--- src/rtl/nbl_pkg.sv ---
// Shared constants and state encoding for the boot image loader.
// Assumes an 8-bit flash command/address path.
package nbl_pkg;
    localparam logic [7:0] CMD_PAGE_READ  = 8'h00;
    localparam logic [7:0] CMD_READ_START = 8'h30;
    localparam logic [7:0] SPARE_ERASED   = 8'hFF;

    typedef enum logic [2:0] {
        ST_IDLE,
        ST_BLOCK,
        ST_SEQ,
        ST_REQ,
        ST_WAIT,
        ST_JUDGE,
        ST_DONE,
        ST_FAIL
    } ldr_state_t;
endpackage

--- src/rtl/nbl_addr_seq.sv ---
// Emits the per-page command/address byte train: read command, column
// bytes (zero), row bytes (page number, LSB first), read-start command.
// Assumes en stays high until last is seen; the step counter restarts
// whenever en is low.
module nbl_addr_seq
    import nbl_pkg::*;
#(
    parameter int COL_BYTES = 2,
    parameter int ROW_BYTES = 3,
    localparam int ROW_W    = 8 * ROW_BYTES,
    localparam int SEQ_LEN  = COL_BYTES + ROW_BYTES + 2,
    localparam int STEP_W   = $clog2(SEQ_LEN)
) (
    input  logic             clk,
    input  logic             rst_n,
    input  logic             en,
    input  logic [ROW_W-1:0] row,
    output logic             valid,
    output logic             is_addr,
    output logic [7:0]       data,
    output logic             last
);
    logic [STEP_W-1:0] step;

    // Step counter: runs while enabled, parks on the final byte.
    always_ff @(posedge clk) begin
        if (!rst_n || !en)
            step <= '0;
        else if (step != STEP_W'(SEQ_LEN - 1))
            step <= step + 1'b1;
    end

    // Byte selection for the current step.
    always_comb begin
        is_addr = 1'b1;
        data    = 8'h00;
        if (step == '0) begin
            is_addr = 1'b0;
            data    = CMD_PAGE_READ;
        end else if (step == STEP_W'(SEQ_LEN - 1)) begin
            is_addr = 1'b0;
            data    = CMD_READ_START;
        end else begin
            for (int k = 0; k < ROW_BYTES; k++)
                if (step == STEP_W'(COL_BYTES + 1 + k))
                    data = row[8*k +: 8];
        end
    end

    assign valid = en;
    assign last  = en && (step == STEP_W'(SEQ_LEN - 1));

    a_r2_step_in_range: assert property (@(posedge clk) disable iff (!rst_n)
        step < STEP_W'(SEQ_LEN));
    a_r2_starts_at_cmd: assert property (@(posedge clk) disable iff (!rst_n)
        $rose(en) |-> (!is_addr && data == CMD_PAGE_READ));
endmodule

--- src/rtl/nbl_block_judge.sv ---
// Accumulates per-page results of one erase block and gives the
// verdict: bad (marker seen, or nothing readable) or fatal (some page
// unreadable in an otherwise usable block). Assumes clr precedes each block.
module nbl_block_judge
    import nbl_pkg::*;
(
    input  logic       clk,
    input  logic       rst_n,
    input  logic       clr,
    input  logic       upd,
    input  logic       ok,
    input  logic [7:0] spare0,
    input  logic [7:0] spare1,
    output logic       hit_marker,
    output logic       blk_bad,
    output logic       blk_fatal
);
    logic seen_good, seen_mark, seen_err;

    assign hit_marker = upd && ok && (spare0 != SPARE_ERASED || spare1 != SPARE_ERASED);

    // Sticky per-block flags, cleared at the start of each block.
    always_ff @(posedge clk) begin
        if (!rst_n || clr) begin
            seen_good <= 1'b0;
            seen_mark <= 1'b0;
            seen_err  <= 1'b0;
        end else if (upd) begin
            seen_good <= seen_good | ok;
            seen_mark <= seen_mark | hit_marker;
            seen_err  <= seen_err | !ok;
        end
    end

    assign blk_bad   = seen_mark || !seen_good;
    assign blk_fatal = seen_err && !blk_bad;
endmodule

--- src/rtl/nbl_progress.sv ---
// Load progress bookkeeping: remaining bytes/pages/blocks, destination and
// flash page base, plus the per-block cursor. Assumes power-of-two page
// and block sizes.
module nbl_progress #(
    parameter int ADDR_W     = 32,
    parameter int SIZE_W     = 32,
    parameter int PAGE_BYTES = 2048,
    parameter int BLK_PAGES  = 64,
    parameter int ROW_W      = 24,
    localparam int PG_SH     = $clog2(PAGE_BYTES),
    localparam int BLK_BYTES = PAGE_BYTES * BLK_PAGES,
    localparam int BLK_SH    = $clog2(BLK_BYTES),
    localparam int CNT_W     = $clog2(BLK_PAGES + 1)
) (
    input  logic              clk,
    input  logic              rst_n,
    input  logic              load,
    input  logic [SIZE_W-1:0] size,
    input  logic [ADDR_W-1:0] offset,
    input  logic [ADDR_W-1:0] dest,
    input  logic              blk_open,
    input  logic              pg_step,
    input  logic              blk_keep,
    input  logic              blk_skip,
    output logic              no_blocks,
    output logic [ROW_W-1:0]  cur_page,
    output logic [ADDR_W-1:0] cur_dest,
    output logic              last_page
);
    logic [SIZE_W-1:0] bytes_left, pages_left, blocks_left;
    logic [ADDR_W-1:0] dst;
    logic [ROW_W-1:0]  base_pg;
    logic [CNT_W-1:0]  cnt, blk_pages;
    logic [SIZE_W-1:0] blk_bytes;
    logic [SIZE_W-1:0] pages_ceil, blocks_ceil;
    logic [CNT_W-1:0]  blk_pages_v;
    logic [SIZE_W-1:0] blk_bytes_v;

    assign pages_ceil  = SIZE_W'(size >> PG_SH)  + SIZE_W'(|size[PG_SH-1:0]);
    assign blocks_ceil = SIZE_W'(size >> BLK_SH) + SIZE_W'(|size[BLK_SH-1:0]);
    assign blk_pages_v = (pages_left < SIZE_W'(BLK_PAGES)) ? pages_left[CNT_W-1:0]
                                                           : CNT_W'(BLK_PAGES);
    assign blk_bytes_v = (bytes_left < SIZE_W'(BLK_BYTES)) ? bytes_left
                                                           : SIZE_W'(BLK_BYTES);

    // Whole-load counters: set on load, consumed only by kept blocks.
    always_ff @(posedge clk) begin
        if (!rst_n) begin
            bytes_left  <= '0;
            pages_left  <= '0;
            blocks_left <= '0;
            dst         <= '0;
            base_pg     <= '0;
        end else if (load) begin
            bytes_left  <= size;
            pages_left  <= pages_ceil;
            blocks_left <= blocks_ceil;
            dst         <= dest;
            base_pg     <= ROW_W'(offset >> PG_SH);
        end else if (blk_keep) begin
            bytes_left  <= bytes_left - blk_bytes;
            pages_left  <= pages_left - SIZE_W'(blk_pages);
            blocks_left <= blocks_left - 1'b1;
            dst         <= dst + ADDR_W'(blk_bytes);
            base_pg     <= base_pg + ROW_W'(BLK_PAGES);
        end else if (blk_skip) begin
            base_pg     <= base_pg + ROW_W'(BLK_PAGES);
        end
    end

    // Per-block cursor: opened from the load counters, stepped per page.
    always_ff @(posedge clk) begin
        if (!rst_n) begin
            cur_page  <= '0;
            cur_dest  <= '0;
            cnt       <= '0;
            blk_pages <= '0;
            blk_bytes <= '0;
        end else if (blk_open) begin
            cur_page  <= base_pg;
            cur_dest  <= dst;
            cnt       <= blk_pages_v;
            blk_pages <= blk_pages_v;
            blk_bytes <= blk_bytes_v;
        end else if (pg_step) begin
            cur_page  <= cur_page + 1'b1;
            cur_dest  <= cur_dest + ADDR_W'(PAGE_BYTES);
            cnt       <= cnt - 1'b1;
        end
    end

    assign no_blocks = (blocks_left == '0);
    assign last_page = (cnt == CNT_W'(1));

    a_r4_cnt_bounded: assert property (@(posedge clk) disable iff (!rst_n)
        cnt <= CNT_W'(BLK_PAGES));
    a_r4_blocks_never_grow: assert property (@(posedge clk) disable iff (!rst_n)
        !load |=> blocks_left <= $past(blocks_left));
    a_r8_dest_only_on_keep: assert property (@(posedge clk) disable iff (!rst_n)
        (!load && !blk_keep) |=> $stable(dst));
endmodule

--- src/rtl/nand_boot_loader.sv ---
// Top of the boot image loader. Walks erase blocks from the start page,
// issues one command/address train and one page request per page, and
// keeps or skips each block from the engine's verdicts. Assumes the
// engine answers every pg_req with exactly one pg_ack.
module nand_boot_loader
    import nbl_pkg::*;
#(
    parameter int PAGE_BYTES = 2048,
    parameter int BLK_PAGES  = 64,
    parameter int ADDR_W     = 32,
    parameter int SIZE_W     = 32,
    parameter int COL_BYTES  = 2,
    parameter int ROW_BYTES  = 3,
    localparam int ROW_W     = 8 * ROW_BYTES
) (
    input  logic              clk,
    input  logic              rst_n,
    input  logic              start,
    input  logic [SIZE_W-1:0] img_size,
    input  logic [ADDR_W-1:0] img_offset,
    input  logic [ADDR_W-1:0] img_dest,
    output logic              nb_valid,
    output logic              nb_addr,
    output logic [7:0]        nb_byte,
    output logic              pg_req,
    output logic [ADDR_W-1:0] pg_dest,
    input  logic              pg_ack,
    input  logic              pg_ok,
    input  logic [7:0]        pg_spare0,
    input  logic [7:0]        pg_spare1,
    output logic              busy,
    output logic              done,
    output logic              error
);
    ldr_state_t state, nxt;
    logic load, blk_open, pg_step, blk_keep, blk_skip, jclr, jupd, seq_en;
    logic no_blocks, last_page, seq_last, hit_marker, blk_bad, blk_fatal;
    logic [ROW_W-1:0] cur_page;

    nbl_progress #(
        .ADDR_W(ADDR_W), .SIZE_W(SIZE_W), .PAGE_BYTES(PAGE_BYTES),
        .BLK_PAGES(BLK_PAGES), .ROW_W(ROW_W)
    ) u_prog (
        .clk(clk), .rst_n(rst_n), .load(load), .size(img_size),
        .offset(img_offset), .dest(img_dest), .blk_open(blk_open),
        .pg_step(pg_step), .blk_keep(blk_keep), .blk_skip(blk_skip),
        .no_blocks(no_blocks), .cur_page(cur_page), .cur_dest(pg_dest),
        .last_page(last_page)
    );

    nbl_addr_seq #(.COL_BYTES(COL_BYTES), .ROW_BYTES(ROW_BYTES)) u_seq (
        .clk(clk), .rst_n(rst_n), .en(seq_en), .row(cur_page),
        .valid(nb_valid), .is_addr(nb_addr), .data(nb_byte), .last(seq_last)
    );

    nbl_block_judge u_judge (
        .clk(clk), .rst_n(rst_n), .clr(jclr), .upd(jupd), .ok(pg_ok),
        .spare0(pg_spare0), .spare1(pg_spare1), .hit_marker(hit_marker),
        .blk_bad(blk_bad), .blk_fatal(blk_fatal)
    );

    // State register.
    always_ff @(posedge clk) begin
        if (!rst_n)
            state <= ST_IDLE;
        else
            state <= nxt;
    end

    // Next state and per-state control strobes.
    always_comb begin
        nxt      = state;
        load     = 1'b0;
        blk_open = 1'b0;
        pg_step  = 1'b0;
        blk_keep = 1'b0;
        blk_skip = 1'b0;
        jclr     = 1'b0;
        jupd     = 1'b0;
        seq_en   = 1'b0;
        case (state)
            ST_IDLE, ST_DONE, ST_FAIL: begin
                if (start) begin
                    load = 1'b1;
                    nxt  = ST_BLOCK;
                end
            end
            ST_BLOCK: begin
                if (no_blocks) begin
                    nxt = ST_DONE;
                end else begin
                    blk_open = 1'b1;
                    jclr     = 1'b1;
                    nxt      = ST_SEQ;
                end
            end
            ST_SEQ: begin
                seq_en = 1'b1;
                if (seq_last)
                    nxt = ST_REQ;
            end
            ST_REQ: nxt = ST_WAIT;
            ST_WAIT: begin
                if (pg_ack) begin
                    jupd    = 1'b1;
                    pg_step = 1'b1;
                    nxt     = (hit_marker || last_page) ? ST_JUDGE : ST_SEQ;
                end
            end
            ST_JUDGE: begin
                if (blk_fatal) begin
                    nxt = ST_FAIL;
                end else begin
                    blk_skip = blk_bad;
                    blk_keep = !blk_bad;
                    nxt      = ST_BLOCK;
                end
            end
            default: nxt = ST_IDLE;
        endcase
    end

    assign pg_req = (state == ST_REQ);
    assign done   = (state == ST_DONE);
    assign error  = (state == ST_FAIL);
    assign busy   = !(state == ST_IDLE || state == ST_DONE || state == ST_FAIL);

    a_r2_req_after_start_cmd: assert property (@(posedge clk) disable iff (!rst_n)
        pg_req |-> $past(nb_valid && !nb_addr && nb_byte == CMD_READ_START));
    a_r2_req_one_cycle: assert property (@(posedge clk) disable iff (!rst_n)
        pg_req |=> !pg_req);
    a_r5_marker_stops_block: assert property (@(posedge clk) disable iff (!rst_n)
        hit_marker |=> (!nb_valid && !pg_req));
    a_r7_error_from_verdict: assert property (@(posedge clk) disable iff (!rst_n)
        $rose(error) |-> $past(state == ST_JUDGE));
    a_r9_outcomes_exclusive: assert property (@(posedge clk) disable iff (!rst_n)
        !(done && error));
    a_r9_done_holds: assert property (@(posedge clk) disable iff (!rst_n)
        (done && !start) |=> (done && !nb_valid));
endmodule

--- config.mk ---
export PLATFORM = sky130hd
export DESIGN_NAME = nand_boot_loader
export DESIGN_NICKNAME = d
export VERILOG_FILES = /design/src/rtl/nbl_pkg.sv /design/src/rtl/nbl_addr_seq.sv /design/src/rtl/nbl_block_judge.sv /design/src/rtl/nbl_progress.sv /design/src/rtl/nand_boot_loader.sv
export SDC_FILE = /design/constraint.sdc
export NUM_CORES = 1
export LEC_CHECK = 0
export BUFFER_PORTS_ARGS = -buffer_cell sky130_fd_sc_hd__clkbuf_2
export CAP_MARGIN = 20
export CORE_ASPECT_RATIO = 2
export CORE_MARGIN = 2
export CORE_UTILIZATION = 55
export DETAILED_ROUTE_END_ITERATION = 10
export PLACE_DENSITY = 0.79
export SYNTH_ARGS = -nofsm -noshare
export SYNTH_HDL_FRONTEND = slang
export SYNTH_HIERARCHICAL = 1
export SYNTH_SLANG_ARGS = --single-unit
--- constraint.sdc ---
create_clock -name clk -period 2.55 [get_ports clk]
set_input_delay 0.255 -clock clk [delete_from_list [all_inputs] [get_ports clk]]
set_output_delay 0.255 -clock clk [all_outputs]
set_load 0.01 [all_outputs]
==> summary.md, run 1 <==
| Metric | Value |
|---|---|
| Status | `finished, violations left` |
| Failing checks | `negative setup slack` |
| Final std cells w/o fill | `2836` |
| Row cnt | `90` |
| Most frequent cells in the layout | `nor2_1, dfxtp_1, buf_4, a21oi_1, clkbuf_2` |
| Syn Std Cell Area | `16620 sq um` |
| Nature of the critical path startpoint | `flip-flop` |
| Share of cells above drive strength 1 | `22.57%` |
| Pwr Density | `618.5 nW/um^2` |
| Largest area contributor in the netlist | `dfxtp_1` |
| Final Hold Viols | `0` |
| # IOs | `between 150 and 200` |
| Clk pin slew, worst setup/hold paths | `0.07 ns` |
| Net Count, Synth | `~2300` |
| Top Family by Delay on Critical Path | `compound AO/OA/AOI/OAI gates` |
| Yosys cell types | `75` |
| Final worst setup slack | `-0.1258 ns` |
| Static Leak | `between 8 and 9 nW` |
| Tcrit/Tclk final | `104.9%` |
| Synth warn | `6` |
| Slew margin rel. | `55.66%` |
| Area of the die | `~32000 sq um` |
| Crit-path max FO | `4` |
| Hold_ws | `~0.0077 ns` |
| Drt total wl | `54.71 mm` |
| Critical path data required time | `2.98 ns` |
| Post-layout min period | `2.676 ns` |
| Cells after Synth | `~2100` |
| Clock power share | `a little under a third` |
| TritonCTS clock tree | `yes` |
| Worst setup path class | `flip-flop to flip-flop` |
| Total power after layout | `13.04 mW` |
| TritonCTS Sinks | `between 200 and 300` |
| Layout area overhead | `26.86%` |
| Sequential share of power | `about 37%` |
| Hold Path Class | `input pin to flip-flop` |
| Commonest non-fill, non-tap cell in the layout | `nor2_1` |
| Worst Tran Pin Value | `approximately 0.66 ns` |
| Logic pwr share | `33.0%` |
| CP Cell Sequence | `ha_4 > fa_2 > a21o_1 > a221oi_4 > a21boi_4 > or2_4 > a31o_4 > a31oi_4 > xor2_1 > o22ai_1` |
| Post-DR vias/cell | `approximately 6.1` |
| Iter 0 DRT Violations | `1829` |
| WL/cell | `19.29 um` |
| Antenna violations before repair | `0` |
| Die span in y | `approximately 250 um` |
| Largest net degree at the start of global routing | `86` |
| Die W | `126.9 um` |
| Max-Cap Viols | `0` |
| Post-DRT Antenna Nets | `0` |
| Cell internal pwr | `8.531 mW` |
| Achievable Freq | `between 300 and 400 MHz` |
| RSZ-0062 raised after global routing | `true` |
| Vias in the first global route | `about 16000` |
| First-pass GRT wire length | `84.08 mm` |
| Clk_skew | `0.02276 ns` |
| Sequential fraction of the synthesis area | `31.67%` |
| Htree depth | `1` |
| Worst EP arrival | `around 3.1 ns` |
| Placed insts | `2741` |
| Core area | `29950 sq um` |
| Via Count | `approximately 17000` |
| Most used DFF post-synth | `dfxtp_1` |
| GRT overflow | `0` |
| Root Buffer | `clkbuf_16` |
| Number of flops mapped to enable cells by yosys | `0` |
| VDD IR-drop max | `0.0005908 V` |
| FILL cells | `2371` |
| DR pass1 iterations | `8` |
| Total Routing Usage GR | `32.43%` |
| Net Sw Frac | `between 30% and 40%` |
| Synth top area cells | `dfxtp_1, ha_1, nor2_1` |
| Worst Path Buf+Inv | `0` |
| Slowest CP cell | `dfxtp_4` |
| Synth top area share | `between 30% and 40%` |
| Final Setup Violations | `4` |
| Worst path max stage delay | `0.36 ns` |
| Cts bufs inserted | `25` |
| DP Area | `19100 sq um` |
| Crit. End Element | `flip-flop` |
| Drt drc | `0` |
| Psw | `around 4.5 mW` |
| PortBufs | `between 150 and 200` |
| Final GP Congestion | `0.9383` |
| HPWL after DPL | `between 30 and 40 mm` |
| Worst-skew pair later-pin latency | `0.55 ns` |
| Clock Path Buffers | `3` |
| Async set-or-reset flop fraction in the synthesized netlist | `0%` |
| Synthesis-stage register bit count | `263` |
| Finished Cell Area | `21090 sq um` |
| Syn_area_per_cell | `7.760 sq um` |
| ANT cells | `0` |
| Fin nets | `2655` |
| Starting density of the core | `55.49%` |
| Max Slew Vio Count | `0` |
-- synthesized netlist by cell type, types with 7 or more instances --
cell      instances
o21ai_0          99
or4_1            12
o21bai_1         12
o21a_1            9
nand3_1          58
a22o_1           25
nor3_1           66
o211a_1          15
clkbuf_1        100
dfxtp_1         263
or3_1            30
mux2i_1          43
ha_1             86
a21boi_0          8
a21o_1           38
nand2b_1         15
nor2b_1          11
nand4_1          38
o211ai_1         11
a211oi_1         64
nand2_1         156
or2_2             7
and3_1           46
xor2_1           81
xnor2_1          93
buf_1            10
a31oi_1          17
a21oi_1         210
o22ai_1          16
inv_1            84
nor3b_1          11
nor4_1           24
nor2_1          282
-- sequential cells by signal, summed over array words and instances, names as in the netlist --
signal,flops
u_prog/cnt,7
u_prog/bytes_left,32
u_prog/base_pg,24
u_prog/cur_dest,32
u_prog/blk_pages,7
u_prog/cur_page,24
u_judge/seen_mark,1
u_prog/pages_left,32
u_prog/blocks_left,32
state,3
u_prog/blk_bytes,32
u_judge/seen_good,1
u_prog/dst,32
u_judge/seen_err,1
u_seq/step,3
-- final cells by class --
| class | instances | area [sq um] | share of cell area [%] |
|---|---|---|---|
| clock buffers | 35 | 703.2 | 3.335 |
| clock inverters | 11 | 143.9 | 0.6823 |
| inverters | 86 | 330.3 | 1.566 |
| multi-input cells | 1673 | 11300 | 53.58 |
| flip-flops and latches | 263 | 5286 | 25.07 |
| well taps | 368 | 460.4 | 2.183 |
| repair buffers | 400 | 2865 | 13.59 |
-- metrics by stage --
step	utilization (%)	worst slack [ns]	TNS [ns]
2_1_floorplan	-	-0.01452	-0.01452
3_3_place_gp	63.76	-0.3528	-3.317
3_5_place_dp	63.76	-0.4341	-5.262
4_1_cts	68.24	-0.1135	-0.3736
5_1_grt	70.40	-0.1855	-2.514
6_report	70.40	-0.1258	-0.2809
-- power groups by stage --
stage          Sequential (mW)  Clock (mW)  Combinational, mW
4_1_cts                   4.76        3.99               3.91
6_report                  4.79        3.95               4.31
5_1_grt                   4.82        4.14               4.66
3_5_place_dp              4.85           0               3.76
3_3_place_gp              4.84           0               3.71
2_1_floorplan             4.79           0               2.43
-- path summary, 6_finish.rpt --
check,slack (ns),cells past startpoint,startpoint,endpoint
worst max-delay path,-0.13,10,u_prog/blk_bytes[0],u_prog/dst[28]
worst min-delay path,0.008,3,img_dest[19],u_prog/dst[19]
worst max register to register,-0.13,10,u_prog/blk_bytes[0],u_prog/dst[28]
worst min register to register,0.47,2,u_prog/blocks_left[14],u_prog/blocks_left[14]
-- kinds of logic (layout without fill, tap and decap cells) --
family,after synthesis,in the layout,share of synthesized area [%]
buffers and inverters,206,532,4.923
flip-flops,263,263,31.67
multiplexers,43,43,2.589
AO/OA/AOI/OAI,578,578,22.07
XOR/XNOR,174,174,9.168
adder cells (fa/ha/maj),89,89,6.835
AND/OR/NAND/NOR,789,789,22.74
-- layer usage --
layer | share of wire, % | vias to the layer above | routed length, um | global-route usage [%]
li1 | - | 8269 | - | -
met1 | 40 | 8191 | 21890 | 41.22
met2 | 47 | 742 | 25980 | 53.56
met3 | 6.2 | 169 | 3417 | 3.087
met4 | 6.3 | 0 | 3424 | 18.15
met5 | 0 | - | 0 | 0
-- what timing repair did --
action | 4_1_cts | 5_1_grt
pin swaps | 26 | 40
setup endpoints to repair | 46 | 134
endpoints found under the hold margin | 33 | 0
hold buffers | 33 | 0
resized for setup | 37 | 128
gates cloned | 0 | 0
buffers inserted | 1 | 15
-- tightest hold or removal path, delay by kind of cell --
| kind | cells | cell delay [ns] |
|---|---|---|
| AND/OR/NAND/NOR | 1 | 0.09 |
| buffers and inverters | 1 | 0.09 |
| AO/OA/AOI/OAI | 1 | 0.07 |
Power figures use the tool's default switching activity.
==> run 2: changes to the inputs <==
CORE_ASPECT_RATIO = 0.9   (was 2)
CORE_UTILIZATION = 50   (was 55)
PLACE_DENSITY = 0.73   (was 0.79)
SLEW_MARGIN = 10   (was unset)
==> run 2 against run 1 <==
The run still ends with negative setup slack left. Final area grew 3.4%. Power rose by 5.7%. Final cell count grew 4.1%. Via count increased by 2.7%. Global-route usage is 1.1 points lower. Die area grew 9.5%. Fmax is essentially flat. Clock power is 14% higher. Hold slack improved by 0.013 ns.
==> summary.md, run 2 (synthesized netlist as in run 1, its figures left out) <==
| Metric | Value |
|---|---|
| Critical path data required time | `3.01 ns (+0.03 ns)` |
| Cts bufs inserted | `31 (+24%)` |
| Post-DRT Antenna Nets | `0 (unchanged)` |
| Worst setup path class | `flip-flop to flip-flop` |
| Max-Cap Viols | `0 (unchanged)` |
| Max Slew Vio Count | `0 (unchanged)` |
| Post-layout min period | `2.675 ns (-0.0007410 ns)` |
| Worst EP arrival | `3.13 ns (+0.03 ns)` |
| Tcrit/Tclk final | `104.9% (about the same)` |
| Status | `finished, violations left` |
| Achievable Freq | `373.8 MHz (about the same)` |
| RSZ-0062 raised after global routing | `true` |
| PortBufs | `151 (unchanged)` |
| Root Buffer | `clkbuf_16` |
| Crit. End Element | `flip-flop` |
| Row cnt | `63 (-30%)` |
| Die W | `196.2 um (+55%)` |
| Drt total wl | `58.24 mm (+6.5%)` |
| Pwr Density | `632.1 nW/um^2 (+2.2%)` |
| Clock Path Buffers | `3 (unchanged)` |
| Reg2Reg Setup Slack | `-0.13 ns (about the same)` |
| Nature of the critical path startpoint | `flip-flop` |
| Largest net degree at the start of global routing | `74 (-14%)` |
| Final worst setup slack | `-0.1250 ns (+0.0007410 ns)` |
| Commonest non-fill, non-tap cell in the layout | `nor2_1` |
| Share of cells above drive strength 1 | `23.85% (+1.3 points)` |
| Failing checks | `negative setup slack` |
| Final GP Congestion | `0.9736 (+3.8%)` |
| Vias in the first global route | `16700 (+2.3%)` |
| Final Hold Viols | `0 (unchanged)` |
| Via Count | `17850 (+2.7%)` |
| Static Leak | `9.285 nW (+4.1%)` |
| Area of the die | `34720 sq um (+9.5%)` |
| Worst Tran Pin Value | `0.8132 ns (+0.1551 ns)` |
| FILL cells | `2655 (+12%)` |
| Fin nets | `2711 (+2.1%)` |
| Htree depth | `1 (unchanged)` |
| GRT overflow | `0 (unchanged)` |
| Crit-path max FO | `4 (unchanged)` |
| Drt drc | `0 (unchanged)` |
| Most frequent cells in the layout | `nor2_1, dfxtp_1, buf_4, a21oi_1, clkbuf_2` |
| VDD IR-drop max | `0.0004999 V (-15%)` |
| Pre-CTS setup slack | `-0.5026 ns (-0.06857 ns)` |
| First-pass GRT wire length | `87.57 mm (+4.2%)` |
| HPWL after DPL | `40.21 mm (+4.1%)` |
| Total power after layout | `13.79 mW (+5.7%)` |
| Antenna violations before repair | `1 (+1)` |
| Final setup TNS | `-0.5168 ns (-0.2360 ns)` |
| Layout area overhead | `31.24%` |
| Post-DR vias/cell | `6.048 (-1.3%)` |
| TritonCTS clock tree | `yes` |
| Die span in y | `177.0 um (-29%)` |
| Slew margin rel. | `45.21% (-10 points)` |
| WL/cell | `19.74 um (+2.3%)` |
| Total Routing Usage GR | `31.34% (-1.1 points)` |
| Clk_skew | `0.01203 ns (-0.01073 ns)` |
| Hold Path Class | `input pin to flip-flop` |
| DR pass1 iterations | `5 (-3)` |
| # IOs | `163 (unchanged)` |
| Final Setup Violations | `14 (+10)` |
| Clk pin slew, worst setup/hold paths | `0.06 ns (about the same)` |
| Multi-input logic area | `11320 sq um (+0.21%)` |
| Worst-skew pair later-pin latency | `0.58 ns (+0.03 ns)` |
| TritonCTS Sinks | `263 (unchanged)` |
| Reg area | `5283 sq um (about the same)` |
| Core area | `32870 sq um (+9.7%)` |
| Hold_ws | `0.02065 ns (+0.01296 ns)` |
| Starting density of the core | `50.57% (-4.9 points)` |
| Iter 0 DRT Violations | `1650 (-9.8%)` |
## run 2: changes by cell type in the layout (fill, tap and decap cells not counted), sizes merged
cell,change
buf,+32
dlygate4sd3,+15
clkbuf,+7
clkinv,+4
bufbuf,+1
bufinv,-1
clkinvlp,+1
diode,+1
o21a,+1
## run 2: power by group
| part | internal (mW) | leakage, nW | total, mW | switching (mW) |
|---|---|---|---|---|
| combinational | 1.96 | 6.64 | 4.51 | 2.55 |
| clock | 2.60 | 0.491 | 4.49 | 1.89 |
| sequential | 4.44 | 2.15 | 4.79 | 0.348 |
## run 2: metal layers
| layer | vias up | share of wire (%) | global-route usage, % |
|---|---|---|---|
| met5 | - | 0 | 0 |
| met4 | 0 | 4.3 | 12.59 |
| met3 | 172 | 8.4 | 4.745 |
| met2 | 841 | 45 | 50.65 |
| met1 | 8424 | 42 | 42.13 |
| li1 | 8411 | - | - |
## run 2: worst max-delay path, cell delays in order (launching register included)
cell and delay, ns:
dfxtp_4 0.37, ha_4 0.17, fa_2 0.33, a21o_1 0.21, a221oi_2 0.23, buf_4 0.18, a21boi_4 0.08, or2_4 0.30
a31o_4 0.25, a31oi_4 0.17, xor2_1 0.18, o22ai_1 0.10
## run 2: final cells by class
cell class	instances	area share (%)
Multi-Input combinational cell	1674	51.90
Sequential cell	263	24.22
Timing Repair Buffer	449	15.27
Clock buffer	41	4.003
Tap cell	422	2.420
Inverter	86	1.514
Clock inverter	15	0.6653
Antenna cell	1	0.01147
## run 2: final timing paths
kind | startpoint | end | depth (start not counted)
hold reg to reg | u_prog/blk_pages[6] | u_prog/blk_pages[6] | 2
hold / removal | img_size[0] | u_prog/bytes_left[0] | 4
setup / recovery | u_prog/blk_bytes[0] | u_prog/dst[28] | 11
setup reg to reg | u_prog/blk_bytes[0] | u_prog/dst[28] | 11
## run 2: metrics by stage
| stage | std cells | instance area (sq um) | util [%] |
|---|---|---|---|
| after floorplan | 2142 | 16700 | - |
| after global placement | 2816 | 19310 | 58.75 |
| after detailed placement | 2816 | 19310 | 58.75 |
| after CTS | 2931 | 21130 | 64.30 |
| after global routing | 2951 | 21810 | 66.37 |
| final | 2951 | 21810 | 66.37 |
## run 2: repair_timing
action,4_1_cts,5_1_grt
pin swaps,20,48
gates cloned,1,2
hold endpoints to repair,49,0
hold buffers,48,0
resized for setup,49,128
buffers inserted,10,17
endpoints found under the setup margin,73,152
